File: src/rtl/pport_pkg.sv
package pport_pkg;
  localparam int BYTE_W   = 8;
  localparam int ADDR_W   = 2;
  localparam int CTRL_W   = 6;
  localparam int NUM_STAT = 5;

  localparam logic [ADDR_W-1:0] OFS_DATA  = 2'd0;
  localparam logic [ADDR_W-1:0] OFS_STAT  = 2'd1;
  localparam logic [ADDR_W-1:0] OFS_CTRL  = 2'd2;
  localparam logic [ADDR_W-1:0] OFS_SPARE = 2'd3;

  // Control bit positions (software visible, fixed by behaviour)
  localparam int CB_STB  = 0;
  localparam int CB_AFD  = 1;
  localparam int CB_INIT = 2;
  localparam int CB_SELI = 3;
  localparam int CB_IEN  = 4;
  localparam int CB_DIR  = 5;

  // Order of status inputs inside the synchroniser vector
  localparam int SI_ERR   = 0;
  localparam int SI_SEL   = 1;
  localparam int SI_PAPER = 2;
  localparam int SI_ACK   = 3;
  localparam int SI_BUSY  = 4;

  localparam logic [2:0] STAT_FILL = 3'b111;
endpackage

File: src/rtl/pport_sync.sv
module pport_sync #(
  parameter int W      = 1,
  parameter int STAGES = 2
) (
  input  logic         clk,
  input  logic         rst_n,
  input  logic [W-1:0] d,
  output logic [W-1:0] q
);
  logic [W-1:0] stage_q [STAGES];

  always_ff @(posedge clk or negedge rst_n) begin
    if (!rst_n) stage_q[0] <= '0;
    else        stage_q[0] <= d;
  end

  for (genvar i = 1; i < STAGES; i++) begin : g_stage
    always_ff @(posedge clk or negedge rst_n) begin
      if (!rst_n) stage_q[i] <= '0;
      else        stage_q[i] <= stage_q[i-1];
    end
  end

  assign q = stage_q[STAGES-1];
endmodule

File: src/rtl/pport_ctrl.sv
module pport_ctrl
  import pport_pkg::*;
(
  input  logic              clk,
  input  logic              rst_n,
  input  logic              data_we,
  input  logic              ctrl_we,
  input  logic [BYTE_W-1:0] wdata,
  output logic [BYTE_W-1:0] latch_q,
  output logic [CTRL_W-1:0] ctrl_q
);
  logic [BYTE_W-1:0] latch_d;
  logic [CTRL_W-1:0] ctrl_d;

  always_comb begin
    latch_d = latch_q;
    ctrl_d  = ctrl_q;
    if (data_we) latch_d = wdata;
    if (ctrl_we) ctrl_d  = wdata[CTRL_W-1:0];
  end

  always_ff @(posedge clk or negedge rst_n) begin
    if (!rst_n) begin
      latch_q <= '0;
      ctrl_q  <= '0;
    end else begin
      if (data_we) latch_q <= latch_d;
      if (ctrl_we) ctrl_q  <= ctrl_d;
    end
  end
endmodule

File: src/rtl/pport_irq.sv
module pport_irq (
  input  logic clk,
  input  logic rst_n,
  input  logic ack_s,
  input  logic enable,
  input  logic clear,
  output logic pend_q
);
  logic ack_d_q;
  logic fall;
  logic pend_d;

  always_comb begin
    fall   = ack_d_q & ~ack_s;
    // a new edge in the clearing cycle wins so no event is lost
    pend_d = (enable & fall) | (pend_q & ~clear);
  end

  always_ff @(posedge clk or negedge rst_n) begin
    if (!rst_n) begin
      ack_d_q <= 1'b0;
      pend_q  <= 1'b0;
    end else begin
      ack_d_q <= ack_s;
      pend_q  <= pend_d;
    end
  end
endmodule

File: src/rtl/pport_regs.sv
module pport_regs
  import pport_pkg::*;
#(
  parameter int SYNC_STAGES = 2
) (
  input  logic              clk,
  input  logic              rst_n,
  input  logic [ADDR_W-1:0] bus_addr,
  input  logic              bus_wr,
  input  logic              bus_rd,
  input  logic [BYTE_W-1:0] bus_wdata,
  output logic [BYTE_W-1:0] bus_rdata,
  output logic              irq,
  input  logic [BYTE_W-1:0] dpin_in,
  output logic [BYTE_W-1:0] dpin_out,
  output logic              dpin_oe,
  output logic              pin_strobe_o,
  output logic              pin_autofd_o,
  output logic              pin_init_o,
  output logic              pin_selin_o,
  input  logic              pin_busy_i,
  input  logic              pin_ack_i,
  input  logic              pin_paper_i,
  input  logic              pin_sel_i,
  input  logic              pin_err_i
);
  localparam int SYNC_W = BYTE_W + NUM_STAT;

  // reset: asserted asynchronously, released on the clock
  logic [1:0] rst_pipe_q;
  logic       srst_n;

  always_ff @(posedge clk or negedge rst_n) begin
    if (!rst_n) rst_pipe_q <= '0;
    else        rst_pipe_q <= {rst_pipe_q[0], 1'b1};
  end
  assign srst_n = rst_pipe_q[1];

  // input synchronisers
  logic [NUM_STAT-1:0] stat_raw;
  logic [SYNC_W-1:0]   sync_d;
  logic [SYNC_W-1:0]   sync_q;
  logic [NUM_STAT-1:0] stat_s;
  logic [BYTE_W-1:0]   dpin_s;

  always_comb begin
    stat_raw           = '0;
    stat_raw[SI_ERR]   = pin_err_i;
    stat_raw[SI_SEL]   = pin_sel_i;
    stat_raw[SI_PAPER] = pin_paper_i;
    stat_raw[SI_ACK]   = pin_ack_i;
    stat_raw[SI_BUSY]  = pin_busy_i;
  end

  assign sync_d = {stat_raw, dpin_in};

  pport_sync #(.W(SYNC_W), .STAGES(SYNC_STAGES)) u_sync (
    .clk   (clk),
    .rst_n (srst_n),
    .d     (sync_d),
    .q     (sync_q)
  );

  assign dpin_s = sync_q[BYTE_W-1:0];
  assign stat_s = sync_q[SYNC_W-1:BYTE_W];

  // register decode
  logic data_we;
  logic ctrl_we;
  logic stat_rd;

  assign data_we = bus_wr && (bus_addr == OFS_DATA);
  assign ctrl_we = bus_wr && (bus_addr == OFS_CTRL);
  assign stat_rd = bus_rd && (bus_addr == OFS_STAT);

  logic [BYTE_W-1:0] latch_q;
  logic [CTRL_W-1:0] ctrl_q;

  pport_ctrl u_ctrl (
    .clk     (clk),
    .rst_n   (srst_n),
    .data_we (data_we),
    .ctrl_we (ctrl_we),
    .wdata   (bus_wdata),
    .latch_q (latch_q),
    .ctrl_q  (ctrl_q)
  );

  pport_irq u_irq (
    .clk    (clk),
    .rst_n  (srst_n),
    .ack_s  (stat_s[SI_ACK]),
    .enable (ctrl_q[CB_IEN]),
    .clear  (stat_rd),
    .pend_q (irq)
  );

  // pin polarity mapping
  assign dpin_out     = latch_q;
  assign dpin_oe      = ~ctrl_q[CB_DIR];
  assign pin_strobe_o = ~ctrl_q[CB_STB];
  assign pin_autofd_o = ~ctrl_q[CB_AFD];
  assign pin_init_o   =  ctrl_q[CB_INIT];
  assign pin_selin_o  = ~ctrl_q[CB_SELI];

  // read mux
  logic [BYTE_W-1:0] stat_word;

  assign stat_word = {~stat_s[SI_BUSY], stat_s[SI_ACK], stat_s[SI_PAPER],
                      stat_s[SI_SEL], stat_s[SI_ERR], STAT_FILL};

  always_comb begin
    bus_rdata = '0;
    if (bus_rd) begin
      case (bus_addr)
        OFS_DATA: bus_rdata = dpin_s;
        OFS_STAT: bus_rdata = stat_word;
        OFS_CTRL: bus_rdata = {{(BYTE_W-CTRL_W){1'b0}}, ctrl_q};
        default:  bus_rdata = '0;
      endcase
    end
  end
endmodule

File: config.mk
export PLATFORM = sky130hd
export DESIGN_NAME = pport_regs
export DESIGN_NICKNAME = d
export VERILOG_FILES = /design/src/rtl/pport_pkg.sv /design/src/rtl/pport_sync.sv /design/src/rtl/pport_ctrl.sv /design/src/rtl/pport_irq.sv /design/src/rtl/pport_regs.sv
export SDC_FILE = /design/constraint.sdc
export NUM_CORES = 1
export LEC_CHECK = 0
export BUFFER_PORTS_ARGS = -buffer_cell sky130_fd_sc_hd__buf_2
export CORE_MARGIN = 2
export CORE_UTILIZATION = 25
export CTS_CLUSTER_SIZE = 30
export DETAILED_ROUTE_END_ITERATION = 7
export GPL_TIMING_DRIVEN = 0
export PLACE_DENSITY = 0.51
export SYNTH_ARGS = -nofsm -noshare
export SYNTH_HDL_FRONTEND = slang
export SYNTH_SLANG_ARGS = --single-unit
File: constraint.sdc
create_clock -name clk -period 1.39 [get_ports clk]
set_clock_uncertainty 0.2 [all_clocks]
set_input_delay 0.139 -clock clk [delete_from_list [all_inputs] [get_ports clk]]
set_output_delay 0.139 -clock clk [all_outputs]
set_load 0.005 [all_outputs]
==> results by group, run 1 <==
Global routing
  – Total gr overflow: 0
  – Largest net degree at the start of global routing: 43
  – First-pass GRT wire length: 4750 um
  – GRT Total Usage: 9.86%
  – Antenna violations before repair: 0
  – Vias in the first global route: 1042

Timing
  – Slew Viols, Final: 0
  – Setup_tns: -0.592 ns
  – Fin crit share: 114%
  – Fin. Hold Viols: 0
  – RSZ-0062 raised after global routing: yes
  – Worst Setup Slack, final: -0.194 ns
  – Final min period: 1.58 ns
  – Worst hold slack: 0.0184 ns
  – Rel. slew slack: 64.2%
  – Final setup viols: 6
  – Max Fclk: 631 MHz
  – Worst-Margin Slew: 0.537 ns

Yosys
  – Mean Syn Cell Area: 16.0 um2
  – Number of synthesized register bits: 44
  – Post-synth top flop: dfrtp_1
  – Syn nets: 122
  – Leading area contributor after synthesis: dfrtp_1
  – Register area share after synthesis: 72.2%
  – Synth Area in Simple Gates: 4.02%
  – Post-synthesis mux area share: 13.8%
  – Post-synth top cells: dfrtp_1, mux2_2, inv_1
  – Unique masters post-synth: 17
  – Synth Area in Adders: 0%
  – Synth top area cells: dfrtp_1, mux2_2, mux2i_1, o21ai_0, o311a_1
  – Most common cell in the netlist: dfrtp_1
  – Gate count of the mapped netlist: 95
  – Synth Area in XOR/XNOR: 0%
  – Synth Warn #: 0
  – Largest family of logic cells by synthesized area: multiplexers
  – Synth top area share: 72.2%
  – EDFF count, synth: 0
  – Compound-Gate Fraction of Synth Area: 5.91%
  – Synthesized area: 1520 um2
  – Fraction of registers with async set/reset: 100%

Die
  – Io pins: 49
  – Core ar.: 5920 um2
  – Row count: 28
  – Initial Util: 25.7%
  – Die Ht: 82.1 um
  – Die width: 82.1 um
  – Die Area: 6740 um2

Setup path
  – CP arrival: 1.24 ns
  – Critical path required time: 1.05 ns
  – Worst setup EP type: output port
  – Worst setup SP type: register
  – Critical Path Fanout Max: 1
  – Critical path class: register to output port

Final layout
  – Diode count: 0
  – Nets: 201
  – Cell Count, Final, Fillers Out: 249
  – Register area: 1100 um2
  – Layout overhead on the synthesized area: 46.0%
  – Fin area: 2220 um2
  – Fill cells: 557
  – Multi-input logic area: 373 um2
  – Share of cells above drive strength 1: 45.4%

Clock tree
  – Num CTS Buffers: 5
  – TritonCTS clock tree: done
  – Clock latency on the worst-skew pair: 0.29 ns
  – H-tree depth: 2
  – Clk buf depth: 2
  – Root Buffer: clkbuf_8
  – CTS Sinks: 44
  – Clk slew on worst S/H paths: 0.07 ns

Outcome
  – Status: finished, violations left
  – Failing checks: setup timing

Routing
  – Via count: 1000
  – Initial DRC Count: 16
  – Wire per inst: 12.2 um
  – DR pass1 iterations: 2
  – Routed wire length: 3030 um
  – Post-route ant nets: 0
  – Post-route DRC: 0
  – DR vias/cell: 4.02

Worst hold path
  – Hold Crit Class: primary input to register

Placement
  – Hpwl dp: 2210 um
  – Port bufs: 46
  – Inst Count DP: 216
  – Gpl congestion: 0.688
  – Post-place instance area: 1850 um2

Power
  – Total power: 2.81 mW
  – Worst vdd ir: 0.609 mV
  – LEAKAGE: 1.07 nW
  – Pwr/cell area: 1260 nW/um2

Job
  – Max-cap check violation count: 0
per-layer routing:
layer	up-vias	GRT usage [%]	part of all wire, %
met5	-	0	0
met4	0	5.00	1.7
met3	6	2.53	5.1
met2	33	14.8	48
met1	486	13.1	45
li1	475	-	-
critical path, stage by stage (launching register included):
cell     delay, ns
dfrtp_1       0.36
mux2_4        0.26
o211a_1       0.21
buf_2         0.12
report_power, final:
group	switching (mW)	internal, mW
clock network	0.381	0.526
logic	0.153	0.258
registers	0.0804	1.41
total	0.615	2.19
through the flow:
step	util (%)	worst slack (ns)
detailed placement	31.2	-0.0684
CTS	37.0	-0.214
floorplan	-	0.112
finish	37.6	-0.194
global route	37.6	-0.239
global placement	31.2	-0.0211
layout make-up:
class	instances	area share (%)
clock inverters	1	1.35
inverters	7	1.18
clock buffers	6	3.26
repair buffers	72	22.2
multi-input cells	40	16.8
well taps	75	4.22
flip-flops and latches	44	49.7
plain buffers	4	1.41
kinds of logic after synthesis:
| logic type | after synthesis |
|---|---|
| other | 1 |
| buffers and inverters | 11 |
| AOI/OAI and AO/OA | 12 |
| and+or+nand+nor | 8 |
| muxes | 19 |
| DFF | 44 |
sequential cells by signal, indices dropped and copies added, names as in the netlist:
register        flops
u_ctrl.latch_q      8
rst_pipe_q          2
u_sync.stage_q     13
u_sync.q           13
u_ctrl.ctrl_q       6
u_irq.pend_q        1
u_irq.ack_d_q       1
final timing paths:
| kind | start | endpoint | slack, ns | cells past startpoint |
|---|---|---|---|---|
| hold reg to reg | rst_pipe_q[1] | u_ctrl.ctrl_q[2] | 0.11 | 0 |
| hold / removal | bus_addr[1] | u_irq.pend_q | 0.02 | 3 |
| max in group asynchronous | rst_n | rst_pipe_q[1] | 0.37 | 3 |
| min in group asynchronous | rst_pipe_q[1] | u_ctrl.ctrl_q[2] | 0.11 | 0 |
| setup / recovery | u_sync.q[5] | bus_rdata[5] | -0.19 | 3 |
| setup reg to reg | u_ctrl.ctrl_q[2] | u_ctrl.ctrl_q[2] | 0.20 | 3 |
placed cells by master (no fill, tap or decap), types with 2 or more instances in the layout:
| cell | instances |
|---|---|
| inv_2 | 2 |
| inv_1 | 5 |
| buf_2 | 46 |
| buf_4 | 2 |
| o211a_1 | 2 |
| nand3b_1 | 3 |
| nor2_1 | 2 |
| dfrtp_1 | 43 |
| o21ai_1 | 3 |
| buf_6 | 4 |
| clkbuf_8 | 5 |
| mux2i_1 | 3 |
| mux2_2 | 15 |
| o21ai_0 | 2 |
| dlygate4sd3_1 | 23 |
| clkbuf_1 | 2 |
| o311a_1 | 3 |
repair_timing:
item,4_1_cts,5_1_grt
endpoints found under the setup margin,6,11
hold buffers,23,0
gates resized for setup,6,5
pin swaps,3,1
setup buffers,1,2
hold endpoints to repair,29,0
gates cloned,0,0
Note: power is estimated with default switching activity, not from simulation.
==> run 2: changes to the inputs <==
Settings changed: CORE_UTILIZATION 25 to 44, PLACE_DENSITY 0.51 to 0.8.
Clock period 1.39 ns to 1.29 ns, I/O delays scaled along.
==> run 2 against run 1 <==
Net effect: the run still ends with setup timing left; count of clock-buffer cells in the layout stayed put; first-iteration DRC count is 69% higher; global-route usage is 8.8 points higher; total power is 1.6% lower; clock power is 24% lower; worst hold slack better by 0.088 ns; setup slack worse by 0.19 ns; critical path type unchanged; highest routed layer unchanged.
==> results by group, run 2 (synthesis gave the netlist of run 1 again) <==
Timing
  – Slew Viols, Final: 0 (unchanged)
  – Worst Setup Slack, final: -0.384 ns (-0.190 ns)
  – Fin. Hold Viols: 0 (unchanged)
  – Max Fclk: 597 MHz
  – Final setup viols: 9 (+3)
  – Fin crit share: 130%
  – Rel. slew slack: 66.1% (+1.9 points)
  – Worst-Margin Slew: 0.509 ns (-0.0280 ns)
  – Setup_tns: -1.86 ns (-1.26 ns)
  – RSZ-0062 raised after global routing: yes
  – Final min period: 1.67 ns

Routing
  – Post-route ant nets: 0 (unchanged)
  – Wire per inst: 13.7 um (+12%)
  – DR vias/cell: 4.72 (+18%)
  – Post-route DRC: 0 (unchanged)
  – Initial DRC Count: 27 (+11)
  – Via count: 1058 (+5.8%)
  – DR pass1 iterations: 4 (+2)
  – Routed wire length: 3060 um (+0.86%)

Global routing
  – Largest net degree at the start of global routing: 43 (unchanged)
  – Total gr overflow: 0 (unchanged)
  – First-pass GRT wire length: 5400 um (+14%)
  – GRT Total Usage: 18.7% (+8.8 points)
  – Vias in the first global route: 1150 (+10%)
  – Antenna violations before repair: 0 (unchanged)

Die
  – Core ar.: 3340 um2 (-44%)
  – Die Area: 3950 um2 (-41%)
  – Die Ht: 62.9 um (-23%)
  – Die width: 62.9 um (-23%)
  – Row count: 21 (-25%)
  – Initial Util: 45.7% (+20 points)
  – Io pins: 49 (unchanged)

Setup path
  – Worst reg2reg path depth: 2 (-1)
  – CP arrival: 1.34 ns (+0.10 ns)
  – Critical path required time: 0.96 ns (-0.09 ns)
  – Critical path class: register to output port
  – Worst reg2reg path startpoint: u_ctrl.ctrl_q[5]
  – Worst setup SP type: register
  – CP top delay family: flip-flops
  – Crit path max-delay cell type: dfrtp_1
  – Crit path largest cell delay: 0.38 ns (+0.02 ns)
  – R2R Setup Slk: 0.17 ns (-0.03 ns)
  – Critical Path Fanout Max: 1 (unchanged)
  – WP buf/inv: 1 (unchanged)
  – Critical R2R Capture: u_ctrl.ctrl_q[5]
  – Worst setup EP type: output port
  – Critical path, cell by cell: mux2_2, o211a_1, buf_2

Final layout
  – Fill cells: 247 (-56%)
  – Multi-input logic area: 373 um2 (unchanged)
  – Register area: 1100 um2 (unchanged)
  – Fin area: 2200 um2 (-1.1%)
  – Diode count: 0 (unchanged)
  – Share of cells above drive strength 1: 46.6% (+1.2 points)
  – Layout overhead on the synthesized area: 44.4%
  – Most frequent cells in the layout: buf_2, dfrtp_1, dlygate4sd3_1
  – Most common cell after layout, fill and taps aside: buf_2
  – Nets: 204 (+1.5%)

Power
  – Net Sw Frac: 24.9% (+3.0 points)
  – Logic pwr share: 16.9% (+2.2 points)
  – Sequential Power Share: 58.0% (+5.0 points)
  – Internal: 2.07 mW (-5.3%)
  – P_sw: 0.687 mW (+12%)
  – Worst vdd ir: 0.841 mV (+38%)
  – Pwr/cell area: 1250 nW/um2 (-0.52%)
  – Clk pwr share: 25.1% (-7.2 points)
  – LEAKAGE: 1.08 nW (+0.58%)

Outcome
  – Status: finished, violations left
  – Failing checks: setup timing

Clock tree
  – Clk slew on worst S/H paths: 0.13 ns (+0.06 ns)
  – CTS Sinks: 44 (unchanged)
  – H-tree depth: 2 (unchanged)
  – Clk buf depth: 2 (unchanged)
  – Root Buffer: clkbuf_4
  – Num CTS Buffers: 5 (unchanged)
  – TritonCTS clock tree: done
  – Clock latency on the worst-skew pair: 0.35 ns (+0.06 ns)

Worst hold path
  – Hold Crit Class: register to asynchronous set/reset pin

Job
  – Max-cap check violation count: 0 (unchanged)

Placement
  – Post-place instance area: 1810 um2 (-2.0%)
  – Gpl congestion: 0.819 (+19%)
  – Hpwl dp: 1930 um (-13%)
  – Port bufs: 46 (unchanged)
[run 2: cell type report]
class                           count  share of cell area [%]
Sequential cell                    44                    50.2
Multi-Input combinational cell     40                    16.9
Buffer                              4                    1.42
Inverter                            7                    1.19
Clock inverter                      2                   0.682
Clock buffer                        6                    2.33
Tap cell                           46                    2.62
Timing Repair Buffer               75                    24.6
[run 2: power by group through the flow]
stage / logic, mW / registers [mW] / clock network, mW
2_1_floorplan: 0.170 / 1.62 / 0
3_3_place_gp: 0.337 / 1.62 / 0
3_5_place_dp: 0.347 / 1.63 / 0
4_1_cts: 0.424 / 1.60 / 0.719
5_1_grt: 0.509 / 1.63 / 0.779
6_report: 0.465 / 1.60 / 0.693
[run 2: metrics by stage]
step                total power, mW  hold slack, ns  utilization [%]  setup WS (ns)  cells
finish                         2.76           0.106             66.0         -0.384    224
floorplan                      1.79          -0.367                -         0.0221     95
global placement               1.95          -0.286             54.3        -0.0705    187
CTS                            2.74          0.0122             64.4         -0.399    222
detailed placement             1.98          -0.282             54.3        -0.0988    187
global route                   2.91           0.110             66.0         -0.439    224
[run 2: how the worst max path moves through the flow]
stage / cells after the start / start / to / slack (ns)
floorplan: 3 / bus_addr[1] / u_ctrl.latch_q[0] / 0.02
global placement: 3 / bus_addr[1] / u_ctrl.latch_q[5] / -0.07
detailed placement: 3 / bus_addr[1] / u_ctrl.latch_q[4] / -0.1
CTS: 3 / u_sync.q[8] / bus_rdata[3] / -0.40
global route: 3 / u_sync.q[3] / bus_rdata[3] / -0.44
finish: 3 / u_sync.q[3] / bus_rdata[3] / -0.38
[run 2: layer usage]
metal / up-vias / global-route usage, % / routed length (um)
met2: 35 / 30.8 / 1600
met1: 527 / 21.3 / 1230
li1: 485 / - / -
met5: - / 0 / 0
met3: 11 / 6.31 / 116
met4: 0 / 10.6 / 114
[run 2: what timing repair did]
action	in CTS	in global routing
gates resized for setup	8	6
endpoints found under the setup margin	9	63
pin swaps	3	1
hold endpoints to repair	30	0
buffers inserted	2	2
hold buffers	25	0
==> run 3: changes to the inputs <==
Settings changed: PLACE_DENSITY 0.8 to 0.73, SETUP_SLACK_MARGIN set to 0.3.
==> run 3 against run 2 <==
Net effect: the run ends with hold timing, setup timing left; via count is 0.85% lower; final cell count is 0.89% higher; utilization is 1.7 points higher; final area is 2.6% higher; sequential share of layout area is 1.3 points lower; clock power is 6.6% lower; sequential cell count stayed put; register-to-register slack worse by 0.06 ns; global-route usage is 0.064 points higher; combinational power is 15% higher; die area stayed put; critical path type unchanged; largest power group unchanged.
==> results by group, run 3 (synthesis gave the netlist of run 1 again) <==
Timing
  – Worst-Margin Slew: 0.509 ns (+0.000218 ns)
  – Final min period: 1.66 ns (-0.00971 ns)
  – Worst hold slack: -0.0696 ns (-0.176 ns)
  – Final setup viols: 10 (+1)
  – Rel. slew slack: 66.1% (about the same)
  – RSZ-0062 raised after global routing: yes
  – Fin crit share: 129% (-0.75 points)
  – Max Fclk: 601 MHz (+0.58%)
  – Fin. Hold Viols: 3 (+3)
  – Worst Setup Slack, final: -0.374 ns (+0.00971 ns)
  – Slew Viols, Final: 0 (unchanged)

Die
  – Core ar.: 3340 um2 (unchanged)
  – Initial Util: 45.7% (unchanged)
  – Die Area: 3950 um2 (unchanged)
  – Io pins: 49 (unchanged)
  – Row count: 21 (unchanged)
  – Die Ht: 62.9 um (unchanged)
  – Die width: 62.9 um (unchanged)

Setup path
  – Worst setup EP type: output port
  – CP arrival: 1.34 ns (about the same)
  – Critical R2R Capture: u_ctrl.ctrl_q[2]
  – Worst reg2reg path startpoint: u_ctrl.ctrl_q[2]
  – Crit path max-delay cell type: dfrtp_1
  – Crit path largest cell delay: 0.39 ns (about the same)
  – Critical path class: register to output port
  – Critical path, cell by cell: mux2_2, o211a_1, buf_2
  – Critical path required time: 0.96 ns (about the same)
  – Worst setup SP type: register
  – Worst reg2reg path depth: 3 (+1)
  – R2R Setup Slk: 0.11 ns (-0.06 ns)
  – Critical Path Fanout Max: 1 (unchanged)

Clock tree
  – Clk slew on worst S/H paths: 0.13 ns (about the same)
  – Clock latency on the worst-skew pair: 0.36 ns (about the same)
  – TritonCTS clock tree: done
  – H-tree depth: 2 (unchanged)
  – CTS Sinks: 44 (unchanged)
  – Root Buffer: clkbuf_4
  – Num CTS Buffers: 5 (unchanged)
  – Clk buf depth: 2 (unchanged)

Power
  – Worst vdd ir: 0.833 mV (-0.86%)
  – LEAKAGE: 1.12 nW (+3.9%)
  – Total power: 2.79 mW (+1.1%)
  – Pwr/cell area: 1240 nW/um2 (-1.5%)

Final layout
  – Diode count: 0 (unchanged)
  – Fill cells: 249 (+0.81%)
  – Nets: 206 (+0.98%)
  – Most frequent cells in the layout: buf_2, dfrtp_1, dlygate4sd3_1
  – Layout overhead on the synthesized area: 48.2%
  – Share of cells above drive strength 1: 49.4% (+2.8 points)
  – Final core utilization: 67.7% (+1.7 points)

Global routing
  – Total gr overflow: 0 (unchanged)
  – GRT Total Usage: 18.8% (+0.064 points)
  – Largest net degree at the start of global routing: 43 (unchanged)
  – Vias in the first global route: 1163 (+1.1%)
  – First-pass GRT wire length: 5460 um (+1.3%)
  – Antenna violations before repair: 0 (unchanged)

Worst hold path
  – HP Start: bus_addr[1]
  – Hold Path Cell Cnt: 3
  – Hold path endpoint: u_irq.pend_q
  – Hold Crit Class: primary input to register

Routing
  – Wire per inst: 14.3 um (+4.4%)
  – Initial DRC Count: 15 (-44%)
  – Post-route ant nets: 0 (unchanged)
  – Via count: 1049 (-0.85%)
  – DR pass1 iterations: 2 (-2)
  – Post-route DRC: 0 (unchanged)
  – Routed wire length: 3220 um (+5.3%)
  – DR vias/cell: 4.64 (-1.7%)

Outcome
  – Status: finished, violations left
  – Failing checks: hold timing, setup timing

Placement
  – Post-Place Worst Slack: -0.109 ns (-0.0107 ns)
  – Gpl congestion: 0.839 (+2.5%)
  – Hpwl dp: 2030 um (+5.4%)
  – Port bufs: 46 (unchanged)

Job
  – Max-cap check violation count: 0 (unchanged)
[run 3: cell count changes in the layout (fill, tap and decap cells not counted), sizes merged]
cell / before / now
dlygate4sd3: 24 / 22
clkinvlp: 2 / 1
buf: 53 / 57
clkinv: 0 / 1
[run 3: area by class of cell]
class,count,area [um2],share of cell area (%)
clock buffer,6,41.3,1.83
multi-input combinational,40,388,17.2
clock inverter,2,16.3,0.720
buffer,4,55.1,2.44
sequential,44,1100,48.9
tap,46,57.6,2.55
inverter,7,26.3,1.16
timing repair buffer,77,569,25.2
[run 3: worst max path at each step]
stage / startpoint / endpoint / slack [ns] / depth (start not counted)
finish: u_sync.q[5] / bus_rdata[5] / -0.37 / 3
CTS: u_sync.q[5] / bus_rdata[5] / -0.40 / 3
global route: u_sync.q[3] / bus_rdata[3] / -0.41 / 3
floorplan: bus_addr[1] / u_ctrl.latch_q[0] / 0.02 / 3
global placement: bus_addr[1] / u_ctrl.latch_q[2] / -0.08 / 3
detailed placement: bus_addr[1] / u_ctrl.latch_q[7] / -0.11 / 3
[run 3: stage by stage]
stage               cell area, um2  std cells  hold slack, ns  TNS (ns)
global route                  2260        226         -0.0518     -2.81
global placement              1840        187          -0.286    -0.628
CTS                           2190        223         -0.0848     -2.00
floorplan                     1550         95          -0.367         0
detailed placement            1840        187          -0.284    -0.798
finish                        2260        226         -0.0696     -2.01
[run 3: critical path: cells and delay by family, from the launching register on]
kind	cells	cell delay, ns
buffers and inverters	1	0.12
AO/OA/AOI/OAI	1	0.20
multiplexers	1	0.26
flip-flops	1	0.39
[run 3: metal layers]
layer / vias to the layer above / part of all wire [%] / track usage, %
met3: 15 / 3.8 / 4.68
met4: 0 / 4.1 / 13.1
li1: 490 / - / -
met2: 30 / 55 / 33.5
met5: - / 0 / 0
met1: 514 / 37 / 19.1
[run 3: report_power, final]
group / leakage (nW) / switching, mW / internal [mW] / total [mW]
combinational: 0.576 / 0.184 / 0.351 / 0.535
clock: 0.0284 / 0.430 / 0.217 / 0.647
sequential: 0.514 / 0.0942 / 1.52 / 1.61
[run 3: what timing repair did]
| item | in CTS | in global routing |
|---|---|---|
| resized for setup | 11 | 13 |
| setup endpoints to repair | 70 | 29 |
| hold buffers | 23 | 1 |
| endpoints found under the hold margin | 30 | 3 |
| setup buffers | 5 | 3 |
| pin swaps | 3 | 3 |
